[src/rtl/alarm_timer_pkg.sv]
package alarm_timer_pkg;

    // Register offsets on the bus (byte addresses)
    localparam logic [7:0] OFS_CTRL   = 8'h00;
    localparam logic [7:0] OFS_COUNT  = 8'h04;
    localparam logic [7:0] OFS_MODULO = 8'h08;
    localparam logic [7:0] OFS_START  = 8'h4C;

    // Source select codes
    localparam logic [1:0] SRC_OFF  = 2'd0;
    localparam logic [1:0] SRC_TICK = 2'd2;

    // Overflow flag handshake states
    typedef enum logic [1:0] {
        FLAG_IDLE    = 2'd0,
        FLAG_PENDING = 2'd1,
        FLAG_ARMED   = 2'd2
    } flag_state_e;

endpackage

[src/rtl/alarm_bus_port.sv]
module alarm_bus_port #(
    parameter int unsigned DATA_W = 32,
    parameter bit          SWAP   = 1'b0
) (
    input  logic [DATA_W-1:0] wdata_bus,
    input  logic [DATA_W-1:0] rdata_reg,
    output logic [DATA_W-1:0] wdata_reg,
    output logic [DATA_W-1:0] rdata_bus
);

    localparam int unsigned BYTES = DATA_W / 8;

    generate
        if (SWAP) begin : g_swap
            for (genvar b = 0; b < BYTES; b++) begin : g_byte
                assign wdata_reg[8*b +: 8] = wdata_bus[8*(BYTES-1-b) +: 8];
                assign rdata_bus[8*b +: 8] = rdata_reg[8*(BYTES-1-b) +: 8];
            end
        end else begin : g_native
            assign wdata_reg = wdata_bus;
            assign rdata_bus = rdata_reg;
        end
    endgenerate

endmodule

[src/rtl/alarm_prescaler.sv]
module alarm_prescaler #(
    parameter int unsigned PS_W = 3
) (
    input  logic            clk,
    input  logic            rst_n,
    input  logic            enable,
    input  logic            restart,
    input  logic            tick_in,
    input  logic [PS_W-1:0] ps_code,
    output logic            count_tick
);

    localparam int unsigned DIV_W = (1 << PS_W) - 1;

    logic [DIV_W-1:0] phase;
    logic [DIV_W-1:0] mask;

    // mask has ps_code low ones: terminal phase is 2^p - 1
    assign mask       = ~({DIV_W{1'b1}} << ps_code);
    assign count_tick = enable && tick_in && ((phase & mask) == mask);

    always_ff @(posedge clk or negedge rst_n) begin
        if (!rst_n) begin
            phase <= '0;
        end else if (!enable || restart) begin
            phase <= '0;
        end else if (tick_in) begin
            if (count_tick) begin
                phase <= '0;
            end else begin
                phase <= phase + 1'b1;
            end
        end
    end

endmodule

[src/rtl/alarm_counter.sv]
module alarm_counter #(
    parameter int unsigned CNT_W = 16
) (
    input  logic             clk,
    input  logic             rst_n,
    input  logic             count_tick,
    input  logic             load,
    input  logic [CNT_W-1:0] start_val,
    input  logic [CNT_W-1:0] modulo_val,
    output logic [CNT_W-1:0] count_val,
    output logic             wrap
);

    assign wrap = count_tick && !load && (count_val == modulo_val);

    always_ff @(posedge clk or negedge rst_n) begin
        if (!rst_n) begin
            count_val <= '0;
        end else if (load || wrap) begin
            count_val <= start_val;
        end else if (count_tick) begin
            count_val <= count_val + 1'b1;
        end
    end

endmodule

[src/rtl/alarm_flag_fsm.sv]
module alarm_flag_fsm
    import alarm_timer_pkg::*;
(
    input  logic clk,
    input  logic rst_n,
    input  logic wrap,
    input  logic ctrl_read,
    input  logic ctrl_write,
    input  logic wr_flag_bit,
    output logic flag
);

    flag_state_e state, state_nx;
    logic        clear_req;

    assign clear_req = ctrl_write && !wr_flag_bit;

    always_ff @(posedge clk or negedge rst_n) begin
        if (!rst_n) begin
            state <= FLAG_IDLE;
        end else begin
            state <= state_nx;
        end
    end

    always_comb begin
        state_nx = state;
        unique case (state)
            FLAG_IDLE: begin
                if (wrap) state_nx = FLAG_PENDING;
            end
            FLAG_PENDING: begin
                if (ctrl_read) state_nx = FLAG_ARMED;
            end
            FLAG_ARMED: begin
                if (clear_req && wrap)  state_nx = FLAG_PENDING;
                else if (clear_req)     state_nx = FLAG_IDLE;
            end
            default: state_nx = FLAG_IDLE;
        endcase
    end

    always_comb begin
        flag = (state != FLAG_IDLE);
    end

endmodule

[src/rtl/modulo_alarm_timer.sv]
module modulo_alarm_timer
    import alarm_timer_pkg::*;
#(
    parameter int unsigned DATA_W    = 32,
    parameter int unsigned ADDR_W    = 8,
    parameter int unsigned CNT_W     = 16,
    parameter int unsigned PS_W      = 3,
    parameter bit          BYTE_SWAP = 1'b0
) (
    input  logic              clk,
    input  logic              rst_n,
    input  logic              bus_sel,
    input  logic              bus_wr,
    input  logic [ADDR_W-1:0] bus_addr,
    input  logic [DATA_W-1:0] bus_wdata,
    output logic [DATA_W-1:0] bus_rdata,
    input  logic              tick_in,
    output logic              irq
);

    localparam int unsigned SRC_LO   = PS_W;
    localparam int unsigned IE_BIT   = PS_W + 3;
    localparam int unsigned FLAG_BIT = PS_W + 4;
    localparam logic [ADDR_W-1:0] A_CTRL   = ADDR_W'(OFS_CTRL);
    localparam logic [ADDR_W-1:0] A_COUNT  = ADDR_W'(OFS_COUNT);
    localparam logic [ADDR_W-1:0] A_MODULO = ADDR_W'(OFS_MODULO);
    localparam logic [ADDR_W-1:0] A_START  = ADDR_W'(OFS_START);

    logic [DATA_W-1:0] wdata_n;
    logic [DATA_W-1:0] rdata_n;
    logic              ctrl_wr, ctrl_rd, count_wr, modulo_wr, start_wr;
    logic [PS_W-1:0]   ctrl_ps;
    logic [1:0]        ctrl_src;
    logic              ctrl_ie;
    logic [CNT_W-1:0]  modulo_val, start_val, count_val;
    logic              count_tick, wrap, flag;
    logic              unused_wbits;

    alarm_bus_port #(.DATA_W(DATA_W), .SWAP(BYTE_SWAP)) u_port (
        .wdata_bus (bus_wdata),
        .rdata_reg (rdata_n),
        .wdata_reg (wdata_n),
        .rdata_bus (bus_rdata)
    );

    assign unused_wbits = ^wdata_n[DATA_W-1:CNT_W];

    // Address decode
    assign ctrl_wr   = bus_sel &&  bus_wr && (bus_addr == A_CTRL);
    assign ctrl_rd   = bus_sel && !bus_wr && (bus_addr == A_CTRL);
    assign count_wr  = bus_sel &&  bus_wr && (bus_addr == A_COUNT);
    assign modulo_wr = bus_sel &&  bus_wr && (bus_addr == A_MODULO);
    assign start_wr  = bus_sel &&  bus_wr && (bus_addr == A_START);

    // Control and value registers
    always_ff @(posedge clk or negedge rst_n) begin
        if (!rst_n) begin
            ctrl_ps    <= '0;
            ctrl_src   <= SRC_OFF;
            ctrl_ie    <= 1'b0;
            modulo_val <= '1;
            start_val  <= '0;
        end else begin
            if (ctrl_wr) begin
                ctrl_ps  <= wdata_n[PS_W-1:0];
                ctrl_src <= wdata_n[SRC_LO +: 2];
                ctrl_ie  <= wdata_n[IE_BIT];
            end
            if (modulo_wr) modulo_val <= wdata_n[CNT_W-1:0];
            if (start_wr)  start_val  <= wdata_n[CNT_W-1:0];
        end
    end

    alarm_prescaler #(.PS_W(PS_W)) u_presc (
        .clk        (clk),
        .rst_n      (rst_n),
        .enable     (ctrl_src == SRC_TICK),
        .restart    (ctrl_wr),
        .tick_in    (tick_in),
        .ps_code    (ctrl_ps),
        .count_tick (count_tick)
    );

    alarm_counter #(.CNT_W(CNT_W)) u_cnt (
        .clk        (clk),
        .rst_n      (rst_n),
        .count_tick (count_tick),
        .load       (count_wr),
        .start_val  (start_val),
        .modulo_val (modulo_val),
        .count_val  (count_val),
        .wrap       (wrap)
    );

    alarm_flag_fsm u_flag (
        .clk         (clk),
        .rst_n       (rst_n),
        .wrap        (wrap),
        .ctrl_read   (ctrl_rd),
        .ctrl_write  (ctrl_wr),
        .wr_flag_bit (wdata_n[FLAG_BIT]),
        .flag        (flag)
    );

    // Read mux
    always_comb begin
        rdata_n = '0;
        case (bus_addr)
            A_CTRL: begin
                rdata_n[PS_W-1:0]     = ctrl_ps;
                rdata_n[SRC_LO +: 2]  = ctrl_src;
                rdata_n[IE_BIT]       = ctrl_ie;
                rdata_n[FLAG_BIT]     = flag;
            end
            A_COUNT:  rdata_n[CNT_W-1:0] = count_val;
            A_MODULO: rdata_n[CNT_W-1:0] = modulo_val;
            A_START:  rdata_n[CNT_W-1:0] = start_val;
            default:  rdata_n = '0;
        endcase
    end

    assign irq = flag && ctrl_ie;

endmodule

[config.mk]
export PLATFORM = sky130hd
export DESIGN_NAME = modulo_alarm_timer
export DESIGN_NICKNAME = d
export VERILOG_FILES = /design/src/rtl/alarm_timer_pkg.sv /design/src/rtl/alarm_bus_port.sv /design/src/rtl/alarm_prescaler.sv /design/src/rtl/alarm_counter.sv /design/src/rtl/alarm_flag_fsm.sv /design/src/rtl/modulo_alarm_timer.sv
export SDC_FILE = /design/constraint.sdc
export NUM_CORES = 1
export LEC_CHECK = 0
export CELL_PAD_IN_SITES_DETAIL_PLACEMENT = 1
export CELL_PAD_IN_SITES_GLOBAL_PLACEMENT = 2
export CORE_MARGIN = 2
export CORE_UTILIZATION = 31
export CTS_BUF_LIST = sky130_fd_sc_hd__clkbuf_4 sky130_fd_sc_hd__clkbuf_8 sky130_fd_sc_hd__clkbuf_16
export DETAILED_ROUTE_END_ITERATION = 7
export GPL_ROUTABILITY_DRIVEN = 1
export GPL_TIMING_DRIVEN = 1
export PLACE_DENSITY = 0.87
export SKIP_LAST_GASP = 1
export SYNTH_ARGS = -nofsm -noshare
export SYNTH_HDL_FRONTEND = slang
export SYNTH_HIERARCHICAL = 1
export SYNTH_SLANG_ARGS = --single-unit
[constraint.sdc]
create_clock -name clk -period 2.3 [get_ports clk]
set_input_delay 0.345 -clock clk [delete_from_list [all_inputs] [get_ports clk]]
set_output_delay 0.345 -clock clk [all_outputs]
set_load 0.01 [all_outputs]
==> results of run 1 <==
-- registers in the layout (all words and copies together), names as in the netlist --
name             flops
u_flag/state         2
ctrl_ie              1
modulo_val          16
ctrl_src             2
u_cnt/count_val     16
u_presc/phase        7
start_val           16
ctrl_ps              3
-- final timing paths --
check,start,endpoint,depth (start not counted)
max reg2reg,ctrl_ps[1]$_DFFE_PN0P_,u_cnt/count_val[11]$_DFFE_PN0P_,10
max in group asynchronous,rst_n,modulo_val[4]$_DFFE_PN1P_,3
min in group clk,bus_addr[4],u_flag/state[1]$_DFFE_PN0P_,5
min,rst_n,u_presc/phase[2]$_DFFE_PN0P_,2
min reg2reg,ctrl_ie$_DFFE_PN0P_,ctrl_ie$_DFFE_PN0P_,1
max,bus_addr[6],bus_rdata[5],6
-- through the flow --
stage	TNS (ps)	instance area, sq um	util	hold slack, ps	cells
final	0	5350	0.421	443	617
after global routing	-132	5350	0.421	484	617
after CTS	-9.21	5300	0.416	445	616
after detailed placement	-35820	4810	0.378	262	586
after global placement	-33090	4810	0.378	257	586
after floorplan	-384	4190	-	49.4	383
-- repair_timing --
item | 4_1_cts | 5_1_grt
hold buffers | 1 | 0
gates cloned | 2 | 0
resized for setup | 109 | 17
endpoints found under the hold margin | 10 | 0
endpoints found under the setup margin | 49 | 27
setup buffers | 13 | 3
pin swaps | 16 | 13
-- power breakdown --
group	switching (mW)	internal (mW)
sequential	0.0352	1.15
combinational	0.144	0.139
clock	0.476	1.03
total	0.655	2.31
-- routing by layer --
metal  GRT usage  vias to the layer above
met5           0                        -
met2       0.292                       70
met1       0.214                     1527
li1            -                     1393
met3      0.0391                       14
met4      0.0610                        0
-- worst max-delay path, cell delays in order --
cell and delay, ps:
dlygate4sd2_1 270, or4_4 610, buf_8 190, nor3_1 210, a221o_1 150, buf_2 130
-- layout make-up --
| type | instances | area [sq um] | share of cell area |
|---|---|---|---|
| clock buffers | 12 | 267 | 0.0498 |
| clock inverters | 3 | 65.1 | 0.0122 |
| inverters | 15 | 58.8 | 0.0110 |
| multi-input cells | 243 | 2200 | 0.411 |
| flip-flops and latches | 63 | 1600 | 0.298 |
| well taps | 172 | 215 | 0.0402 |
| repair buffers | 109 | 948 | 0.177 |
-- cell usage in the layout (no fill, tap or decap), types with 3 or more instances in the layout --
cell type        instances
a221o_1                 15
clkbuf_16                9
dfrtp_1                 47
xnor2_1                 18
nor3_4                   5
inv_1                   12
buf_12                   5
clkbuf_8                 3
mux2_4                  26
conb_1                  16
or3_1                    3
dlygate4sd2_1            3
nand4_1                  6
buf_2                   18
clkdlybuf4s50_1         20
mux2_2                  29
mux2i_1                  7
dfstp_2                 16
nor3_1                  12
nor4_4                   4
nand2_1                 20
nor2_1                  13
buf_6                    9
nand3_1                  5
or4_4                    4
xor2_1                  16
buf_4                   49
==> flow_metrics.env, run 1 <==
export IMPL_viasPerCell=4.87
export IMPL_die_height_um=119
export IMPL_hp_class="input port to async pin"
export IMPL_fillCellCount=1405
export IMPL_fp_dieW_um=119
export IMPL_rsz0062_at_grt="yes"
export IMPL_drt_initial_drc_count=121
export IMPL_cts_tree="built"
export IMPL_critPathKind="input port to output pin"
export IMPL_syn_inst=368
export IMPL_drv_cap=0
export IMPL_worst_clock_skew_ps=4.95
export IMPL_fin_nets=488
export IMPL_num_vias=3004
export IMPL_top_layer="met4"
export IMPL_reg2reg_slack_ps=70
export IMPL_status="complete, no violations"
export IMPL_total_power_mw=2.97
export IMPL_route_met3_wl_um=416
export IMPL_overflow=0
export IMPL_grt_max_degree=31
export IMPL_cp_start_kind="input port"
export IMPL_ir_drop_mv=0.281
export IMPL_setup_viol=0
export IMPL_clk_latency_ps=330
export IMPL_coreArea_sq_mm=0.0127
export IMPL_syn_to_final_growth_pct=31.1
export IMPL_grt_pass1_wl_um=18700
export IMPL_synth_warnings=6
export IMPL_wl_um=11700
export IMPL_synth_avg_cell_area_sq_um=11.1
export IMPL_detail_route_wl_per_cell_um=18.9
export IMPL_detail_route_antenna_nets=0
export IMPL_post_place_ws_ps=-780
export IMPL_path_clk_slew_ps=50
export IMPL_synth_area_sq_mm=0.00408
export IMPL_setup_ws_ps=42.9
export IMPL_antennaDiodeCount=0
export IMPL_gr_usage_all_layers=0.172
export IMPL_wl_met1_um=5130
export IMPL_fmax_ghz=0.443
export IMPL_num_rows=41
export IMPL_drc=0
export IMPL_clk_path_buf_depth=2
export IMPL_first_pass_iters=4
export IMPL_cts_sinks=63
export IMPL_layout_worst_path_cycle_share=0.981
export IMPL_numCtsBuffers=9
export IMPL_hold_viol=0
export IMPL_drv_slew=0
export IMPL_htreeDepth=3
export IMPL_cellPowerDensity_mw_per_mm2=555
export IMPL_critPathRequiredTime_ps=1960
export IMPL_place_hpwl_um=7820
export IMPL_cts_root_buf="clkbuf_16"
export IMPL_worst_setup_path_end_kind="output pin"
export IMPL_die_area_sq_mm=0.0141
export IMPL_antenna_found_initial=0
export IMPL_drive_gt1_frac=0.472
export IMPL_routed_wl_met2_um=5940
export IMPL_portBuffers=45
export IMPL_worstPathMaxFanout=7
export IMPL_grt_pass1_vias=3328
export IMPL_p_leak_nw=2.55
export IMPL_timing_final_crit_period_ps=2260
export IMPL_start_util=0.321
export IMPL_arrival_ps=1910
export IMPL_place_gp_congestion=0.824
export IMPL_io_pins=78
Power figures use the tool's default switching activity.
==> inputs of run 2 (changes only) <==
--- a/config.mk
+++ b/config.mk
@@ -14,6 +14,7 @@
 export GPL_ROUTABILITY_DRIVEN = 1
 export GPL_TIMING_DRIVEN = 1
 export PLACE_DENSITY = 0.87
+export SETUP_SLACK_MARGIN = 0.02
 export SKIP_LAST_GASP = 1
 export SYNTH_ARGS = -nofsm -noshare
 export SYNTH_HDL_FRONTEND = slang
==> flow_metrics.env, run 2 (synthesis gave the netlist of run 1 again) <==
export IMPL_status="complete, no violations"
export IMPL_fp_dieW_um=119
export IMPL_drc=0
export IMPL_die_height_um=119
export IMPL_hold_viol=0
export IMPL_worstPathMaxFanout=5
export IMPL_rsz0062_at_grt="yes"
export IMPL_seq_area_sq_mm=0.00160
export IMPL_multiInputGateArea_sq_mm=0.00222
export IMPL_antennaDiodeCount=0
export IMPL_drive_gt1_frac=0.473
export IMPL_layout_worst_path_cycle_share=0.966
export IMPL_cellPowerDensity_mw_per_mm2=555
export IMPL_design_area_sq_mm=0.00536
export IMPL_grt_pass1_vias=3349
export IMPL_ir_drop_mv=0.279
export IMPL_critPathRequiredTime_ps=1960
export IMPL_numCtsBuffers=9
export IMPL_rr_startpoint="ctrl_ps[1]$_DFFE_PN0P_"
export IMPL_portBuffers=45
export IMPL_p_leak_nw=2.55
export IMPL_gr_usage_all_layers=0.172
export IMPL_total_power_mw=2.97
export IMPL_hp_class="input port to async pin"
export IMPL_fin_nets=487
export IMPL_postLayoutCoreUtil=0.421
export IMPL_crit_family="simple AND/OR/NAND/NOR gates"
export IMPL_setup_viol=0
export IMPL_first_pass_iters=4
export IMPL_wl_um=11600
export IMPL_drv_cap=0
export IMPL_final_common_cell="buf_4"
export IMPL_io_pins=78
export IMPL_timing_final_crit_period_ps=2220
export IMPL_grt_max_degree=31
export IMPL_max_stage_delay_ps=560
export IMPL_fmax_ghz=0.450
export IMPL_coreArea_sq_mm=0.0127
export IMPL_place_hpwl_um=7820
export IMPL_worst_clock_skew_ps=5.91
export IMPL_place_gp_congestion=0.824
export IMPL_detail_route_antenna_nets=0
export IMPL_worst_setup_path_end_kind="output pin"
export IMPL_fin_setup_tns_ps=0
export IMPL_crit_slowest_cell="or4b_4"
export IMPL_htreeDepth=3
export IMPL_clk_latency_ps=330
export IMPL_path_clk_slew_ps=50
export IMPL_reg_largest_list="modulo_val (16), start_val (16), u_cnt/count_val (16)"
export IMPL_mostFrequentLayoutCells="buf_4, dfrtp_1, mux2_2, mux2_4"
export IMPL_cts_tree="built"
export IMPL_overflow=0
export IMPL_antenna_found_initial=0
export IMPL_die_area_sq_mm=0.0141
export IMPL_num_rows=41
export IMPL_clk_path_buf_depth=2
export IMPL_start_util=0.321
export IMPL_path_buf_inv=5
export IMPL_startpoint="bus_addr[7]"
export IMPL_drv_slew=0
export IMPL_cts_sinks=63
export IMPL_cp_start_kind="input port"
export IMPL_detail_route_wl_per_cell_um=18.9
export IMPL_syn_to_final_growth_pct=31.3
export IMPL_cts_root_buf="clkbuf_16"
export IMPL_worstPathCellList="buf_6 -> or4b_4 -> nor4_4 -> buf_4 -> buf_6 -> buf_6 -> a221o_1 -> buf_2"
export IMPL_viasPerCell=4.91
export IMPL_place_inst=586
export IMPL_grt_pass1_wl_um=18800
export IMPL_arrival_ps=1880
export IMPL_cp_common_cell="buf_6"
export IMPL_fillCellCount=1407
export IMPL_fin_cells=616
export IMPL_num_vias=3025
export IMPL_drt_initial_drc_count=128
export IMPL_dpl_cell_area_sq_mm=0.00481
export IMPL_critPathKind="input port to output pin"
-- run 2: changes by cell type in the layout (fill, tap and decap cells not counted), sizes merged --
| cell | previous run | this run |
|---|---|---|
| clkdlybuf4s15 | 0 | 1 |
| buf | 83 | 82 |
| dlygate4sd2 | 3 | 2 |
-- run 2: routing by layer --
layer	part of all wire	up-vias	wire length [um]	GRT usage
met5	0	-	0	0
met4	0.022	0	254	0.0692
met3	0.041	18	481	0.0415
met2	0.50	81	5820	0.288
met1	0.44	1542	5070	0.213
li1	-	1384	-	-
-- run 2: final cells by class --
cell class,instances,area share
timing repair buffer,108,0.176
inverter,15,0.0110
multi-input combinational,243,0.413
clock buffer,12,0.0497
tap,172,0.0401
sequential,63,0.298
clock inverter,3,0.0121
-- run 2: final timing paths --
| kind | to | slack, ps | depth (start not counted) |
|---|---|---|---|
| max | bus_rdata[4] | 80 | 8 |
| min | u_presc/phase[2]$_DFFE_PN0P_ | 440 | 2 |
| max reg2reg | u_cnt/count_val[14]$_DFFE_PN0P_ | 80 | 8 |
| min reg2reg | ctrl_ie$_DFFE_PN0P_ | 540 | 1 |
| max in group asynchronous | modulo_val[15]$_DFFE_PN1P_ | 1190 | 3 |
| min in group clk | u_flag/state[1]$_DFFE_PN0P_ | 490 | 5 |
-- run 2: report_power, final --
group          switching (mW)  internal, mW
clock network           0.480          1.03
logic                   0.143         0.140
registers              0.0356          1.15
-- run 2: metrics by stage --
stage	worst slack, ps	hold slack, ps
CTS	-8.25	445
floorplan	-37.7	49.4
global route	-22.3	485
global placement	-707	257
finish	79.3	443
detailed placement	-780	262
-- run 2: repair_timing --
item                                   in CTS  in global routing
setup endpoints to repair                  61                 30
gates cloned                                2                  0
pin swaps                                  18                 14
endpoints found under the hold margin      10                  0
gates resized for setup                   114                 16
hold buffers                                1                  0
setup buffers                              14                  1
==> inputs of run 3 (changes only) <==
--- a/config.mk
+++ b/config.mk
@@ -8,12 +8,12 @@
 export CELL_PAD_IN_SITES_DETAIL_PLACEMENT = 1
 export CELL_PAD_IN_SITES_GLOBAL_PLACEMENT = 2
 export CORE_MARGIN = 2
-export CORE_UTILIZATION = 31
+export CORE_UTILIZATION = 34
 export CTS_BUF_LIST = sky130_fd_sc_hd__clkbuf_4 sky130_fd_sc_hd__clkbuf_8 sky130_fd_sc_hd__clkbuf_16
 export DETAILED_ROUTE_END_ITERATION = 7
 export GPL_ROUTABILITY_DRIVEN = 1
 export GPL_TIMING_DRIVEN = 1
-export PLACE_DENSITY = 0.87
+export PLACE_DENSITY = 0.9
 export SETUP_SLACK_MARGIN = 0.02
 export SKIP_LAST_GASP = 1
 export SYNTH_ARGS = -nofsm -noshare
==> constraint.sdc (replaced) <==
create_clock -name clk -period 2.4 [get_ports clk]
set_input_delay 0.36 -clock clk [delete_from_list [all_inputs] [get_ports clk]]
set_output_delay 0.36 -clock clk [all_outputs]
set_load 0.01 [all_outputs]
==> flow_metrics.env, run 3 (synthesis gave the netlist of run 1 again) <==
export IMPL_start_util=0.344
export IMPL_die_height_um=114
export IMPL_syn_to_final_growth_pct=27.1
export IMPL_io_pins=78
export IMPL_path_clk_slew_ps=50
export IMPL_reg2reg_depth=8
export IMPL_detail_route_antenna_nets=0
export IMPL_mostFrequentLayoutCells="dfrtp_1, buf_4, mux2_4, mux2_2"
export IMPL_worst_setup_path_end_kind="output pin"
export IMPL_grt_max_degree=35
export IMPL_fin_nets=479
export IMPL_first_pass_iters=4
export IMPL_maxSlewHeadroom=0.494
export IMPL_ir_drop_mv=0.297
export IMPL_reg_largest_list="modulo_val (16), start_val (16), u_cnt/count_val (16)"
export IMPL_rsz0062_at_grt="yes"
export IMPL_die_area_sq_mm=0.0129
export IMPL_cellPowerDensity_mw_per_mm2=511
export IMPL_drv_cap=0
export IMPL_place_gp_congestion=0.809
export IMPL_num_rows=40
export IMPL_fmax_ghz=0.427
export IMPL_antennaDiodeCount=0
export IMPL_fillCellCount=1289
export IMPL_rr_startpoint="ctrl_ps[1]$_DFFE_PN0P_"
export IMPL_layout_worst_path_cycle_share=0.976
export IMPL_clk_path_buf_depth=2
export IMPL_status="complete, no violations"
export IMPL_num_vias=2968
export IMPL_final_common_cell="dfrtp_1"
export IMPL_drv_slew=0
export IMPL_hp_class="input port to async pin"
export IMPL_numCtsBuffers=9
export IMPL_setup_ws_ps=58.3
export IMPL_coreArea_sq_mm=0.0119
export IMPL_hold_viol=0
export IMPL_critPathRequiredTime_ps=2040
export IMPL_cts_root_buf="clkbuf_16"
export IMPL_clk_latency_ps=330
export IMPL_design_area_sq_mm=0.00519
export IMPL_post_place_ws_ps=-744
export IMPL_overflow=0
export IMPL_r2r_end="u_cnt/count_val[14]$_DFFE_PN0P_"
export IMPL_worst_slew_pin_slew_ps=759
export IMPL_viasPerCell=5.08
export IMPL_worst_clock_skew_ps=5.13
export IMPL_drt_initial_drc_count=83
export IMPL_antenna_found_initial=0
export IMPL_grt_pass1_wl_um=17700
export IMPL_drc=0
export IMPL_place_hpwl_um=7680
export IMPL_drive_gt1_frac=0.453
export IMPL_portBuffers=45
export IMPL_critPathKind="input port to output pin"
export IMPL_wl_um=11200
export IMPL_fp_dieW_um=114
export IMPL_arrival_ps=1980
export IMPL_p_leak_nw=2.45
export IMPL_timing_final_crit_period_ps=2340
export IMPL_worstPathMaxFanout=10
export IMPL_cts_sinks=63
export IMPL_grt_pass1_vias=3192
export IMPL_detail_route_wl_per_cell_um=19.2
export IMPL_dpl_cell_area_sq_mm=0.00471
export IMPL_gr_usage_all_layers=0.180
export IMPL_setup_viol=0
export IMPL_reg2reg_slack_ps=60
export IMPL_htreeDepth=3
export IMPL_cts_tree="built"
export IMPL_cp_start_kind="input port"
export IMPL_postLayoutCoreUtil=0.437
-- run 3: how the worst max path moves through the flow --
stage | start | endpoint | slack (ps) | cells after the start
after floorplan | ctrl_ps[1]$_DFFE_PN0P_ | u_cnt/count_val[14]$_DFFE_PN0P_ | 30 | 9
after global placement | bus_addr[1] | bus_rdata[10] | -650 | 6
after detailed placement | bus_addr[1] | bus_rdata[10] | -740 | 6
after CTS | bus_addr[7] | bus_rdata[10] | 10 | 7
after global routing | ctrl_ps[1]$_DFFE_PN0P_ | u_cnt/count_val[7]$_DFFE_PN0P_ | -60 | 10
final | bus_addr[7] | bus_rdata[6] | 60 | 7
-- run 3: timing repair --
action	CTS	global route
setup buffers	6	6
cloned	2	0
gates resized for setup	101	15
endpoints found under the setup margin	52	29
hold buffers	0	0
pin swaps	16	9
-- run 3: power by group --
part           internal, mW  switching [mW]
clock network         0.800           0.455
registers              1.10          0.0337
logic                 0.129           0.133
-- run 3: stage by stage --
step	hold WS, ps	TNS (ps)	cells	total power [mW]
4_1_cts	113	0	578	2.67
3_3_place_gp	446	-29340	555	1.39
6_report	104	0	584	2.65
3_5_place_dp	466	-32340	555	1.40
2_1_floorplan	64.4	0	383	1.30
5_1_grt	151	-133	584	2.75
-- run 3: per-layer routing --
metal | wire length [um] | GRT usage | vias to the layer above
met1 | 4930 | 0.233 | 1515
met5 | 0 | 0 | -
met3 | 354 | 0.0260 | 18
met2 | 5690 | 0.305 | 65
met4 | 225 | 0.0715 | 0
li1 | - | - | 1370
-- run 3: worst max-delay path: stages --
cell	delay (ps)
dlygate4sd2_1	250
or4b_4	560
buf_4	160
buf_6	140
nor2_1	110
a22o_1	130
dlygate4sd2_1	260
-- run 3: area by class of cell --
cell class                 count  area, sq um  share of cell area
sequential                    63         1600               0.308
tap                          147          184              0.0355
inverter                      15         56.3              0.0109
timing repair buffer         100          870               0.168
multi-input combinational    243         2190               0.423
clock inverter                 1         5.00            0.000965
clock buffer                  15          283              0.0545
